## config.mk

```make
export PLATFORM = sky130hd
export DESIGN_NAME = inv_page_xlate
export DESIGN_NICKNAME = d
export VERILOG_FILES = /design/src/rtl/ipx_pkg.sv /design/src/rtl/ipx_frame_regs.sv /design/src/rtl/ipx_match.sv /design/src/rtl/ipx_resp_fsm.sv /design/src/rtl/inv_page_xlate.sv
export SDC_FILE = /design/constraint.sdc
export NUM_CORES = 1
export LEC_CHECK = 0
export ABC_AREA = 1
export BUFFER_PORTS_ARGS = -buffer_cell sky130_fd_sc_hd__buf_2
export CAP_MARGIN = 15
export CORE_ASPECT_RATIO = 1.5
export CORE_MARGIN = 10
export CORE_UTILIZATION = 40
export DETAILED_ROUTE_END_ITERATION = 12
export GPL_ROUTABILITY_DRIVEN = 1
export PLACE_DENSITY_LB_ADDON = 0.05
export REMOVE_ABC_BUFFERS = 1
export SLEW_MARGIN = 20
export SYNTH_ARGS = -nofsm -noshare
export SYNTH_HDL_FRONTEND = slang
export SYNTH_HIERARCHICAL = 1
export SYNTH_SLANG_ARGS = --single-unit
```

## constraint.sdc

```tcl
create_clock -name clk -period 5.1 [get_ports clk]
set_input_delay 1.275 -clock clk [delete_from_list [all_inputs] [get_ports clk]]
set_output_delay 1.275 -clock clk [all_outputs]
set_load 0.01 [all_outputs]
```

## src/rtl/ipx_pkg.sv

```systemverilog
package ipx_pkg;

    // Response state held between accepting a lookup and presenting its result
    typedef enum logic [1:0] {
        RSP_IDLE  = 2'd0,
        RSP_HIT   = 2'd1,
        RSP_FAULT = 2'd2
    } rsp_state_e;

endpackage

```

## src/rtl/ipx_frame_regs.sv

```systemverilog
module ipx_frame_regs #(
    parameter int FRAMES = 32,
    parameter int BLK_W  = 11,
    parameter int FIDX_W = 5
) (
    input  logic                    clk,
    input  logic                    rst_n,
    input  logic                    wr_en,
    input  logic [FIDX_W-1:0]       wr_frame,
    input  logic [BLK_W-1:0]        wr_block,
    input  logic                    wr_valid,
    output logic [FRAMES-1:0]       valid_o,
    output logic [FRAMES*BLK_W-1:0] blk_o
);

    // One tag register and one valid flag per physical frame
    for (genvar f = 0; f < FRAMES; f++) begin : g_frame
        logic             sel;
        logic             v_q;
        logic [BLK_W-1:0] b_q;

        assign sel = wr_en && (wr_frame == FIDX_W'(f));

        always_ff @(posedge clk) begin
            if (!rst_n) begin
                v_q <= 1'b0;
                b_q <= '0;
            end else if (sel) begin
                v_q <= wr_valid;
                b_q <= wr_block;
            end
        end

        assign valid_o[f]                = v_q;
        assign blk_o[f*BLK_W +: BLK_W]   = b_q;
    end

endmodule

```

## src/rtl/ipx_match.sv

```systemverilog
module ipx_match #(
    parameter int FRAMES = 32,
    parameter int BLK_W  = 11,
    parameter int FIDX_W = 5
) (
    input  logic [BLK_W-1:0]        block_i,
    input  logic [FRAMES-1:0]       valid_i,
    input  logic [FRAMES*BLK_W-1:0] blk_i,
    output logic                    any_o,
    output logic                    multi_o,
    output logic [FIDX_W-1:0]       idx_o
);

    logic [FRAMES-1:0] match;

    // Parallel comparison against every frame tag
    for (genvar f = 0; f < FRAMES; f++) begin : g_cmp
        assign match[f] = valid_i[f] && (blk_i[f*BLK_W +: BLK_W] == block_i);
    end

    // Lowest-numbered matching frame wins
    always_comb begin
        idx_o = '0;
        for (int i = FRAMES - 1; i >= 0; i--) begin
            if (match[i]) idx_o = FIDX_W'(i);
        end
    end

    assign any_o   = |match;
    // Clearing the lowest set bit leaves something only if two or more are set
    assign multi_o = |(match & (match - FRAMES'(1)));

endmodule

```

## src/rtl/ipx_resp_fsm.sv

```systemverilog
module ipx_resp_fsm
    import ipx_pkg::*;
#(
    parameter int BLK_W  = 11,
    parameter int OFS_W  = 9,
    parameter int FIDX_W = 5
) (
    input  logic                     clk,
    input  logic                     rst_n,
    input  logic                     lk_valid,
    input  logic                     any_hit,
    input  logic                     multi,
    input  logic [FIDX_W-1:0]        hit_idx,
    input  logic [OFS_W-1:0]         offset,
    input  logic [BLK_W-1:0]         block,
    output logic                     rsp_hit,
    output logic [FIDX_W+OFS_W-1:0]  rsp_paddr,
    output logic                     rsp_fault,
    output logic [BLK_W-1:0]         rsp_fault_block,
    output logic                     rsp_multi
);

    rsp_state_e                state_q, state_d;
    logic [FIDX_W+OFS_W-1:0]   paddr_q;
    logic [BLK_W-1:0]          fblk_q;
    logic                      multi_q;

    // Transition: the request seen now decides the state presented next cycle
    always_comb begin
        unique case (state_q)
            RSP_IDLE, RSP_HIT, RSP_FAULT: begin
                if (!lk_valid)    state_d = RSP_IDLE;
                else if (any_hit) state_d = RSP_HIT;
                else              state_d = RSP_FAULT;
            end
            default: state_d = RSP_IDLE;
        endcase
    end

    // State register
    always_ff @(posedge clk) begin
        if (!rst_n) state_q <= RSP_IDLE;
        else        state_q <= state_d;
    end

    // Captured response data
    always_ff @(posedge clk) begin
        if (!rst_n) begin
            paddr_q <= '0;
            fblk_q  <= '0;
            multi_q <= 1'b0;
        end else if (lk_valid) begin
            paddr_q <= {hit_idx, offset};
            fblk_q  <= block;
            multi_q <= multi;
        end
    end

    // Outputs gated by state
    always_comb begin
        rsp_hit         = 1'b0;
        rsp_fault       = 1'b0;
        rsp_paddr       = '0;
        rsp_fault_block = '0;
        rsp_multi       = 1'b0;
        unique case (state_q)
            RSP_IDLE: ;
            RSP_HIT: begin
                rsp_hit   = 1'b1;
                rsp_paddr = paddr_q;
                rsp_multi = multi_q;
            end
            RSP_FAULT: begin
                rsp_fault       = 1'b1;
                rsp_fault_block = fblk_q;
            end
            default: ;
        endcase
    end

endmodule

```

## src/rtl/inv_page_xlate.sv

```systemverilog
module inv_page_xlate #(
    parameter int  VADDR_W = 20,
    parameter int  OFS_W   = 9,
    parameter int  FRAMES  = 32,
    localparam int BLK_W   = VADDR_W - OFS_W,
    localparam int FIDX_W  = $clog2(FRAMES),
    localparam int PADDR_W = FIDX_W + OFS_W
) (
    input  logic               clk,
    input  logic               rst_n,
    input  logic               lk_valid,
    input  logic [VADDR_W-1:0] lk_vaddr,
    input  logic               wr_en,
    input  logic [FIDX_W-1:0]  wr_frame,
    input  logic [BLK_W-1:0]   wr_block,
    input  logic               wr_valid,
    output logic               rsp_hit,
    output logic [PADDR_W-1:0] rsp_paddr,
    output logic               rsp_fault,
    output logic [BLK_W-1:0]   rsp_fault_block,
    output logic               rsp_multi
);

    logic [BLK_W-1:0]        req_block;
    logic [OFS_W-1:0]        req_ofs;
    logic [FRAMES-1:0]       tag_valid;
    logic [FRAMES*BLK_W-1:0] tag_blk;
    logic                    m_any, m_multi;
    logic [FIDX_W-1:0]       m_idx;

    assign req_block = lk_vaddr[VADDR_W-1:OFS_W];
    assign req_ofs   = lk_vaddr[OFS_W-1:0];

    ipx_frame_regs #(.FRAMES(FRAMES), .BLK_W(BLK_W), .FIDX_W(FIDX_W)) regs_i (
        .clk      (clk),
        .rst_n    (rst_n),
        .wr_en    (wr_en),
        .wr_frame (wr_frame),
        .wr_block (wr_block),
        .wr_valid (wr_valid),
        .valid_o  (tag_valid),
        .blk_o    (tag_blk)
    );

    ipx_match #(.FRAMES(FRAMES), .BLK_W(BLK_W), .FIDX_W(FIDX_W)) match_i (
        .block_i (req_block),
        .valid_i (tag_valid),
        .blk_i   (tag_blk),
        .any_o   (m_any),
        .multi_o (m_multi),
        .idx_o   (m_idx)
    );

    ipx_resp_fsm #(.BLK_W(BLK_W), .OFS_W(OFS_W), .FIDX_W(FIDX_W)) fsm_i (
        .clk             (clk),
        .rst_n           (rst_n),
        .lk_valid        (lk_valid),
        .any_hit         (m_any),
        .multi           (m_multi),
        .hit_idx         (m_idx),
        .offset          (req_ofs),
        .block           (req_block),
        .rsp_hit         (rsp_hit),
        .rsp_paddr       (rsp_paddr),
        .rsp_fault       (rsp_fault),
        .rsp_fault_block (rsp_fault_block),
        .rsp_multi       (rsp_multi)
    );

endmodule

```

-- After elaboration in Yosys (flattened, before gate mapping)
Cells that the tools add are included.
- eq/ne operators: 65
- $add $sub $neg: 1
- multiplexer cells: 38
- reduce and logical (&&, ||, !) cells: 70
- bitwise gates (word level): 1
- operators by type and width (cell ; number):
    equality test 11 bit ; 32
    two-way mux 5 bit ; 32
    equality test 5 bit (second input constant) ; 16
    logical AND 1 bit ; 64
    OR reduction 32 bit ; 2
    equality test 5 x 4 -> 1 bit (second input constant) ; 8
    AND 32 bit ; 1
    subtractor 32 x 1 -> 32 bit (second input constant) ; 1
    equality test 5 x 3 -> 1 bit (second input constant) ; 4
    two-way mux 14 bit ; 1
    two-way mux 11 bit ; 1
    equality test 5 x 2 -> 1 bit (second input constant) ; 2
    equality test 5 x 1 -> 1 bit (second input constant) ; 1
    zero test 5 bit ; 1
    two-way mux 1 bit ; 3
    AND reduction 3 bit ; 1
    OR reduction 3 bit ; 1
    equality test 2 x 1 -> 1 bit (second input constant) ; 1
    equality test 2 bit (second input constant) ; 1
    zero test 2 bit ; 1
    two-way mux 2 bit ; 1
- bits of input ports: 41
- logic and storage cells: 243
- output and inout bits: 28
- register bits: 412

-- Longest topological paths before layout
- word-level depth: 34
- gate-level depth with buffers: 41
- gate-level depth less buffers: 40

-- Hierarchy
Netlist, hierarchy kept.
- by module, submodules not included (module ; times used ; area an instance (um2) ; sequential area each (um2) ; cells an instance):
    ipx_frame_regs ; 1 ; 16970.0 ; 7687.4 ; 2717
    ipx_match ; 1 ; 7048.0 ; 0.0 ; 1356
    ipx_resp_fsm ; 1 ; 1270.0 ; 560.5 ; 180

-- Worst setup path after synthesis
No wires, ideal clock.
- kind: input to register
- start point: input port lk_vaddr[12]
- end point: register fsm_i.multi_q
- cell stages on the path: 23
- setup time: 0.113 ns
- path buffers: 2
- arrival time: 3.604 ns
- setup slack: 1.383 ns
- path through: buf_4 inv_2 buf_6 or2_2 o2111ai_1 nor4_1 nand3_2 nand2_2 nor2_4 nand2_2 nor2_4 nand2_4 nor2_4 inv_2 nor2_4 nand3_1 a211o_1 nor3_2 o2111ai_1 nor2_1 nand4_1 nor2_1 nor2_1
- longest elaborated chain between the ends: 5
- elaborated cells on any way between the ends: 67
- those cells by class: add/sub (1); eq/ne (32); bitwise (1); reduce/logical (33)
- RTL lines (element ; line ; source):
    start, declared ; inv_page_xlate.sv:12 ; input logic [VADDR_W-1:0] lk_vaddr,
    equality test 11 bit ; ipx_match.sv:18 ; assign match[f] = valid_i[f] && (blk_i[f*BLK_W +: BLK_W] == block_i);
    logical AND 1 bit ; ipx_match.sv:18 ;
    subtractor 32 x 1 -> 32 bit ; ipx_match.sv:31 ; assign multi_o = |(match & (match - FRAMES'(1)));
    AND 32 bit (*) ; ipx_match.sv:31 ;
    OR reduction 32 bit (*) ; ipx_match.sv:31 ;
    via m_multi ; inv_page_xlate.sv:28 ; logic m_any, m_multi;
    end signal, assigned ; ipx_resp_fsm.sv:55 ; multi_q <= multi;
    end, declared ; ipx_resp_fsm.sv:26 ; logic multi_q;
Mark *: on every way through the listed nets, which the timed path passes. The rest lies on a longest branch.
A chain may end at the register's enable or synchronous reset.

-- Worst setup path in the final report
- start point: input port lk_vaddr[19]
- end point: register fsm_i.paddr_q[9]
- longest elaborated chain between the ends: 34
- elaborated cells on any way between the ends: 96
- those cells by class: eq/ne (32); mux (32); reduce/logical (32)
- RTL lines (element ; line ; source):
    equality test 11 bit ; ipx_match.sv:18 ;
    logical AND 1 bit ; ipx_match.sv:18 ;
    two-way mux 5 bit (31 in series) ; ipx_match.sv:25 ; if (match[i]) idx_o = FIDX_W'(i);
    two-way mux 5 bit (*) ; ipx_match.sv:25 ;
    via m_idx[0] ; inv_page_xlate.sv:29 ; logic [FIDX_W-1:0] m_idx;
    end signal, assigned ; ipx_resp_fsm.sv:53 ; paddr_q <= {hit_idx, offset};
    end, declared ; ipx_resp_fsm.sv:24 ; logic [FIDX_W+OFS_W-1:0] paddr_q;
Marked as above.

==> out/qor.yml <==
setup_violations: 0
core-area_sq_um: 62500
antenna_found_initial: 5
crit_fanout: 14
synth_warnings: 6
gp_congestion: 0.9425
hpwl_um: 62470
fin_worst_skew_ps: 25.14
powerDensity_nw_per_um2: 290.6
async_flop_share_pct: 0
io_buffers: 68
cp-end-kind: "flip-flop"
placementRows: 112
timing.critical_path.mode_cell: "nand2_1"
io_pins: 69
grt_overflow: 0
avgViaCountPerCell: 4.972
firstDrtPassIters: 6
finish.utilization_pct: 44.31
comb_power_share_pct: 11.0
syn_area_per_cell_sq_um: 5.946
cts.sinks: 412
synth.top_cell.area_share_pct: 32.62
grt_usage_pct: 25.54
clkTransAtPathRegs_ps: 60
crit_path_top_delay_cell: "buf_2"
layout_min_cycle_time_ps: 4031
grt_max_degree: 131
critPathBufInv: 2
slew_violations: 0
hp-class: "flip-flop to flip-flop"
multi_input_area_sq_um: 12810
p_clk_share_pct: 47.8
cp-start-kind: "primary input"
fin_ws_ps: 1069
clk-insertion-delay-late_ps: 620
cts_resized: 0
post_cts_buffers: 0
holdWs_ps: 477.5
cp_top_family: "simple AND/OR/NAND/NOR gates"
pwr-share-seq_pct: 41.2
maxCapViolations: 0
tightest_slew_ps: 1087
die-area_sq_um: 73880
wirelength_um: 96190
required_ps: 5610
ff_latch_area_sq_um: 8248
cp_data_arrival_time_ps: 4540
ys_seq_area_share_pct: 32.62
layout.nets: 4212
critPathMaxStageDelay_ps: 390
grt_pass1_vias: 23030
h-tree-depth: 2
diodes: 0
wire_per_inst_um: 19.22
nFillCells: 6870
fmax_mhz: 248.1
relSlewSlack_pct: 27.27
final-hold-violation-count: 0
p_int_w: 0.005864
synth.distinct_cells: 60
start_util_pct: 40.46
cts_tree: "done"
synthCells: 4253
drt.antenna.violating_nets: 0
clock_path_buffers: 3
vias: 24880
grt_setup_unrepaired: "no"
drt_iter0_drc: 1925
critPathKind: "primary input to flip-flop"
die_w_um: 225.3
cts_root_buf: "clkbuf_16"
grt_pass1_wl_um: 144300
min_period_over_period_pct: 79.04
syn_area_sq_um: 25290
drive_above_1_share_pct: 7.608
yosysTopAreaCell: "dfxtp_1"
dpl_worst_slack_ps: 434.2
synth_edf_count: 0
status: "complete, no violations"
cts_buffers: 45
vdd_drop_max_mv: 0.2331
area_delta_synth_final_pct: 9.510
synth-seq-cells: 412
p_leak_nw: 13.20
p_switching_w: 0.002183
drc: 0
die_h_um: 327.9
ys_top_cells_by_area: "dfxtp_1, nand2_1, nor2_1"
synth-main-ff-cell: "dfxtp_1"
swShare_pct: 27.12
holdBufCountCts: 0
-- logic make-up (layout without fill, tap and decap cells) --
| logic type | count (synthesis) | after routing | share of synthesized area [%] |
|---|---|---|---|
| flops | 412 | 412 | 32.62 |
| buf+inv | 1011 | 964 | 16.76 |
| compound gates | 190 | 190 | 5.032 |
| simple gates | 2538 | 2538 | 42.06 |
| xor+xnor | 102 | 102 | 3.533 |
-- power groups by stage --
stage	combinational, W	sequential [W]	clock [W]
finish	0.000884	0.00331	0.00385
global route	0.000967	0.00332	0.00404
CTS	0.000881	0.00331	0.00394
detailed placement	0.000879	0.00339	0
global placement	0.000883	0.00339	0
floorplan	0.000440	0.00337	0
-- Yosys cell counts, drive strengths merged, types with 3 or more instances --
cell type  instances
a2111oi           14
a211oi            11
a21oi             10
a221oi             5
a22o               3
a31o               3
buf              181
clkbuf           100
dfxtp            412
inv              729
nand2           1062
nand3            336
nand3b             3
nand4             68
nor2             886
nor3              60
nor3b              6
nor4              47
o2111ai           23
o211ai             4
o21a               3
o21ai             80
o221ai             3
o22ai             15
or2               64
or3b               3
xnor2             28
xor2              74
-- sequential cells by signal (all words and copies together) (netlist names) --
name,cells
fsm_i/paddr_q,14
fsm_i/multi_q,1
regs_i/g_frame.v_q,32
fsm_i/state_q,2
fsm_i/fblk_q,11
regs_i/g_frame.b_q,352
-- layout make-up --
| cell class | instances | area share (%) |
|---|---|---|
| inverters | 730 | 9.917 |
| multi-input cells | 2830 | 46.26 |
| clock buffers | 62 | 4.699 |
| flip-flops and latches | 412 | 29.78 |
| repair buffers | 152 | 4.265 |
| clock inverters | 20 | 1.473 |
| well taps | 798 | 3.605 |
-- worst paths after layout --
| path | from | end | slack (ps) | depth (start not counted) |
|---|---|---|---|---|
| worst max-delay path | lk_vaddr[19] | fsm_i/paddr_q[9]$_SDFFE_PN0P_ | 1070 | 34 |
| worst min-delay path | regs_i/g_frame[31].v_q$_SDFFE_PN0P_ | regs_i/g_frame[31].v_q$_SDFFE_PN0P_ | 480 | 2 |
| worst max register to register | regs_i/g_frame[25].b_q[1]$_SDFFE_PN0P_ | fsm_i/paddr_q[9]$_SDFFE_PN0P_ | 1970 | 32 |
| worst min register to register | regs_i/g_frame[31].v_q$_SDFFE_PN0P_ | regs_i/g_frame[31].v_q$_SDFFE_PN0P_ | 480 | 2 |
-- metal layers --
metal,GRT usage [%],vias up,wire length (um)
met4,10.15,6,3748
met3,3.060,191,4744
met5,0,-,41
met1,30.53,11350,39990
met2,45.44,648,47660
li1,-,12690,-
-- metrics by stage --
step           std cells  instance area (sq um)  setup TNS [ps]  power [W]
3_3_place_gp        4922                  25980               0   0.004269
4_1_cts             5004                  27690               0   0.008135
5_1_grt             5004                  27690               0   0.008326
6_report            5004                  27690               0   0.008047
3_5_place_dp        4922                  25980               0   0.004264
2_1_floorplan       3972                  23800         -643740   0.003810
-- worst min-delay path, cell delays in order (launching register included) --
cell and delay [ps]:
dfxtp_1 330, nor2_1 50, nor2_1 70
-- cells in the final DEF, fill, tap and decap left out, types with 4 or more instances in the layout --
| cell | count |
|---|---|
| clkbuf_8 | 9 |
| o2111ai_1 | 23 |
| a221oi_1 | 5 |
| buf_2 | 67 |
| xor2_1 | 74 |
| buf_12 | 16 |
| inv_2 | 23 |
| a21oi_1 | 10 |
| clkinv_2 | 6 |
| nor2_1 | 870 |
| a211oi_1 | 11 |
| nor3b_1 | 6 |
| nor3_1 | 59 |
| nand3_1 | 333 |
| a2111oi_0 | 14 |
| o211ai_1 | 4 |
| o21ai_0 | 50 |
| nand2_2 | 4 |
| xnor2_1 | 28 |
| nand2_1 | 1057 |
| or2_1 | 22 |
| bufinv_16 | 11 |
| buf_4 | 68 |
| clkbuf_16 | 46 |
| nor4_1 | 47 |
| nand4_1 | 67 |
| nor2_2 | 10 |
| o22ai_1 | 15 |
| nor2_4 | 6 |
| or2_2 | 34 |
| inv_1 | 702 |
| clkbuf_1 | 7 |
| dfxtp_1 | 412 |
| o21ai_1 | 28 |
| or2_0 | 8 |
Note: power is estimated with default switching activity, not from simulation.
